### src/rtl/regbus_xcvr.sv
module regbus_xcvr #(
  parameter int W = 18
) (
  input  logic         clk,
  input  logic         rst_n,
  input  logic [W-1:0] a_in,
  input  logic [W-1:0] b_in,
  input  logic         ab_le,
  input  logic         ab_tick,
  input  logic         ab_en,
  input  logic         ba_le,
  input  logic         ba_tick,
  input  logic         ba_en_n,
  output logic [W-1:0] b_out,
  output logic         b_drv,
  output logic [W-1:0] a_out,
  output logic         a_drv
);

  logic [W-1:0] st_ab, st_ba;
  logic         ab_tick_q, ba_tick_q, run;
  logic         ab_fall, ba_fall;

  assign ab_fall = ab_tick_q & ~ab_tick;
  assign ba_fall = ba_tick_q & ~ba_tick;

  always_ff @(posedge clk) begin
    if (!rst_n) begin
      st_ab     <= '0;
      ab_tick_q <= 1'b0;
    end else begin
      ab_tick_q <= ab_tick;
      if (ab_le || ab_fall) st_ab <= a_in;
    end
  end

  always_ff @(posedge clk) begin
    if (!rst_n) begin
      st_ba     <= '0;
      ba_tick_q <= 1'b0;
    end else begin
      ba_tick_q <= ba_tick;
      if (ba_le || ba_fall) st_ba <= b_in;
    end
  end

  always_ff @(posedge clk) begin
    if (!rst_n) run <= 1'b0;
    else        run <= 1'b1;
  end

  assign b_out = ab_le ? a_in : st_ab;
  assign a_out = ba_le ? b_in : st_ba;
  assign b_drv = run & ab_en;
  assign a_drv = run & ~ba_en_n;

  // transparent cycle leaves the input in the store
  assert_transparent_store_R1: assert property (@(posedge clk) disable iff (!rst_n)
    (rst_n && ab_le) |=> (b_out == $past(a_in) || ab_le));

  // falling strobe with load-enable low loads the input
  assert_fall_load_R2: assert property (@(posedge clk) disable iff (!rst_n)
    ($past(rst_n) && !ab_le && $fell(ab_tick)) |=> (st_ab == $past(a_in)));

  // steady strobe with load-enable low keeps the store
  assert_hold_R3: assert property (@(posedge clk) disable iff (!rst_n)
    ($past(rst_n) && !ab_le && $stable(ab_tick)) |=> $stable(st_ab));

  // mirror path loads on its own falling strobe
  assert_ba_fall_load_R7: assert property (@(posedge clk) disable iff (!rst_n)
    ($past(rst_n) && !ba_le && $fell(ba_tick)) |=> (st_ba == $past(b_in)));

  // reset turns both drivers off
  assert_reset_drv_off_R8: assert property (@(posedge clk)
    !rst_n |=> (!a_drv && !b_drv));

endmodule

### config.mk
export PLATFORM = sky130hd
export DESIGN_NAME = regbus_xcvr
export DESIGN_NICKNAME = d
export VERILOG_FILES = /design/src/rtl/regbus_xcvr.sv
export SDC_FILE = /design/constraint.sdc
export NUM_CORES = 1
export LEC_CHECK = 0
export ABC_AREA = 1
export BUFFER_PORTS_ARGS = -buffer_cell sky130_fd_sc_hd__buf_4
export CORE_ASPECT_RATIO = 1.5
export CORE_MARGIN = 3
export CORE_UTILIZATION = 54
export CTS_BUF_LIST = sky130_fd_sc_hd__clkbuf_8
export CTS_CLUSTER_DIAMETER = 30
export DETAILED_ROUTE_END_ITERATION = 10
export PLACE_DENSITY = 0.95
export SYNTH_ARGS = -nofsm -noshare
export SYNTH_HDL_FRONTEND = slang
export SYNTH_SLANG_ARGS = --single-unit
### constraint.sdc
create_clock -name clk -period 2 [get_ports clk]
set_input_delay 0.3 -clock clk [delete_from_list [all_inputs] [get_ports clk]]
set_output_delay 0.3 -clock clk [all_outputs]
set_load 0.1 [all_outputs]
==> key figures <==
Power
  • Worst vdd ir: 0.000596 V
  • Cell Pwr Density: 900 nW/um2
  • Power Total: 0.00254 W
  • Pleak: 1.49 nW

Logic synthesis
  • Post-synthesis mux area share: 0%
  • Area of the mapped netlist: 2070 um2
  • Library cells used by synthesis: 15
  • Yosys warnings: 0
  • Synth area leaders: dfxtp_1 38%, nand2_1 14%, nor2_1 13%, o21ai_0 8.7%, inv_1 7.6%
  • Seq cells post-synth: 39
  • Syn Nets: 371
  • Synth top cells by count: 76 x nand2_1, 73 x nor2_1, 42 x inv_1
  • Top cell type's share of synthesized area: 37.7%
  • Post-synth EDFFs: 0
  • Post-synth ARST share: 0%
  • Largest family of logic cells by synthesized area: simple AND/OR/NAND/NOR gates
  • Sequential share of the synthesized area: 37.7%
  • Mapped Cells: 327
  • Most common cell in the netlist: nand2_1
  • Simple-gate portion of the synthesized area: 38.5%
  • Avg Inst Size Synth: 6.34 um2
  • Fraction of synthesized cell area in xor and xnor cells: 0%
  • Synth Area in Adders: 0%
  • Cell taking the most area after synthesis: dfxtp_1
  • Synth Area in Compound Gates: 9.48%
  • Top_reg_cell synth: dfxtp_1

Worst setup path
  • CP Capture Type: output port
  • Crit path cell chain: buf_4, nand2_1, o21ai_2, buf_4
  • Crit path launch type: primary input
  • Crit path arrival time: 1250 ps
  • Top Family by Delay on Critical Path: buffers and inverters
  • Most frequent CP cell: buf_4
  • Critical Path RT: 1700 ps
  • Worst Path Max Fanout: 38
  • CP max stage delay: 410 ps
  • Bufs and invs on worst path: 2
  • WS Path Type: in -> out
  • Highest-delay cell along the critical path: buf_4

Floorplanning
  • Core Area: 3550 um2
  • I/O Pins: 82
  • Vert. Die Dim: 81.9 um
  • Core Rows: 26
  • Chip Width: 56.6 um
  • Starting Density: 58.4%
  • Die Area: 4630 um2

Global route
  • First-pass GRT wire length: 8.38 mm
  • Remaining global-route overflow: 0
  • Overall routing resource usage: 22.1%
  • Vias in the first global route: 2,097
  • Initial antenna violation count: 0
  • Largest net degree at the start of global routing: 40

STA
  • Period minus WS final: 1550 ps
  • Unrepaired setup endpoints after global routing: false
  • Clock skew: 7.64 ps
  • Fin crit share: 77.3%
  • Slew headroom: 67.7%
  • Max Clk Rate: 0.647 GHz
  • Final Hold Fails: 0
  • Max Slew Vio Count: 0
  • WHS: 206 ps
  • Final setup viols: 0
  • Setup ws final: 455 ps
  • Slew at the pin with the worst max-slew slack: 484 ps

Route
  • Routed WL: 4.90 mm
  • Vias/cell: 4.97
  • TritonRoute pass-1 iters: 4
  • Vias: 2,188
  • # DRC: 0
  • Wirelength per Cell: 11.1 um
  • Initial DRC count: 76
  • Final ANT Viol Nets: 0

Layout
  • Number of fill cells: 245
  • Area growth syn-to-layout: 36.5%
  • Post-route cell area: 2830 um2
  • Diodes inserted: 0
  • Share of cells above drive strength 1: 31.7%
  • Final #Nets: 441

Clock network
  • Clock tree buffer depth: 2
  • Clk sinks: 39
  • Num CTS Buffers: 5
  • Clk pin slew, worst setup/hold paths: 70 ps
  • Clk root buf: clkbuf_8
  • CTS tree: yes
  • Worst-Skew Late Latency: 280 ps
  • Cts-stage hold buffer count: 0
  • Post-CTS Resized: 0
  • H-Tree Depth: 2
  • Post-CTS setup buffers: 0

Outcome
  • Status: finished clean

Placement
  • Pre-CTS WS: 453 ps
  • Placed inst area: 2700 um2
  • I/O Buffers: 81
  • Routability cong.: 0.780
  • Hpwl dp: 3.56 mm

Job
  • Maxcap violations: 0

Min path
  • Hold WC Path Type: in -> reg
==> placed cells by master (no fill, tap or decap) <==
| master | n |
|---|---|
| buf_4 | 82 |
| nand2_1 | 76 |
| nor2_1 | 73 |
| inv_1 | 43 |
| dfxtp_1 | 39 |
| nand3_1 | 27 |
| o21ai_2 | 22 |
| o21ai_1 | 14 |
| nand3_2 | 8 |
| clkbuf_8 | 5 |
| inv_2 | 3 |
| nand2_2 | 2 |
| bufinv_16 | 2 |
| a21oi_4 | 1 |
| nand2_4 | 1 |
==> routing by layer <==
| metal | GRT usage, % | vias to the layer above | share of wire, % |
|---|---|---|---|
| met1 | 21.2 | 979 | 38 |
| met4 | 7.13 | 0 | 0.75 |
| li1 | - | 1135 | - |
| met5 | 0 | - | 0 |
| met2 | 45.5 | 70 | 55 |
| met3 | 4.87 | 4 | 6.6 |
==> report_power, final <==
part	total [W]	switching [W]	leakage (nW)	internal (W)
combinational	0.000933	0.000703	1.09	0.000230
clock	0.000760	0.000267	0.0695	0.000494
sequential	0.000851	0.0000162	0.325	0.000835
==> state kept, by name (all words and copies together), names as in the netlist <==
signal	flops
run	1
st_ba	18
ba_tick_q	1
ab_tick_q	1
st_ab	18
==> path summary, 6_finish.rpt <==
| check | from | to | slack, ps | depth (start not counted) |
|---|---|---|---|---|
| worst min-delay path | ab_tick | ab_tick_q$_SDFF_PN0_ | 210 | 3 |
| worst min register to register | st_ba[15]$_SDFFE_PN0P_ | st_ba[15]$_SDFFE_PN0P_ | 490 | 2 |
| worst max register to register | ba_tick_q$_SDFF_PN0_ | st_ba[12]$_SDFFE_PN0P_ | 860 | 5 |
| worst max-delay path | ab_le | b_out[2] | 450 | 4 |
==> final cells by class <==
| cell class | instances | area, um2 | area share, % |
|---|---|---|---|
| repair buffers | 82 | 616 | 21.8 |
| well taps | 42 | 52.6 | 1.86 |
| clock inverters | 3 | 63.8 | 2.26 |
| inverters | 45 | 169 | 5.97 |
| flip-flops and latches | 39 | 781 | 27.6 |
| multi-input cells | 224 | 1080 | 38.1 |
| clock buffers | 5 | 68.8 | 2.43 |
==> stage by stage <==
step	instances	utilization, %	setup TNS [ps]
3_5_place_dp	432	76.0	0
2_1_floorplan	327	-	-3510
3_3_place_gp	432	76.0	0
5_1_grt	440	79.7	0
6_report	440	79.7	0
4_1_cts	440	79.7	0
==> worst reg2reg max path, cell delays in order (launching register included) <==
cell,delay (ps)
dfxtp_1,330
nand2_4,210
nand2_2,110
inv_2,250
nor2_1,80
nor2_1,100
==> cells by family (layout without fill, tap and decap cells) <==
group,after synthesis,count (layout)
simple gates,187,187
buf+inv,64,135
flops,39,39
compound gates,37,37
No activity file was read; power rests on OpenSTA's default activity.
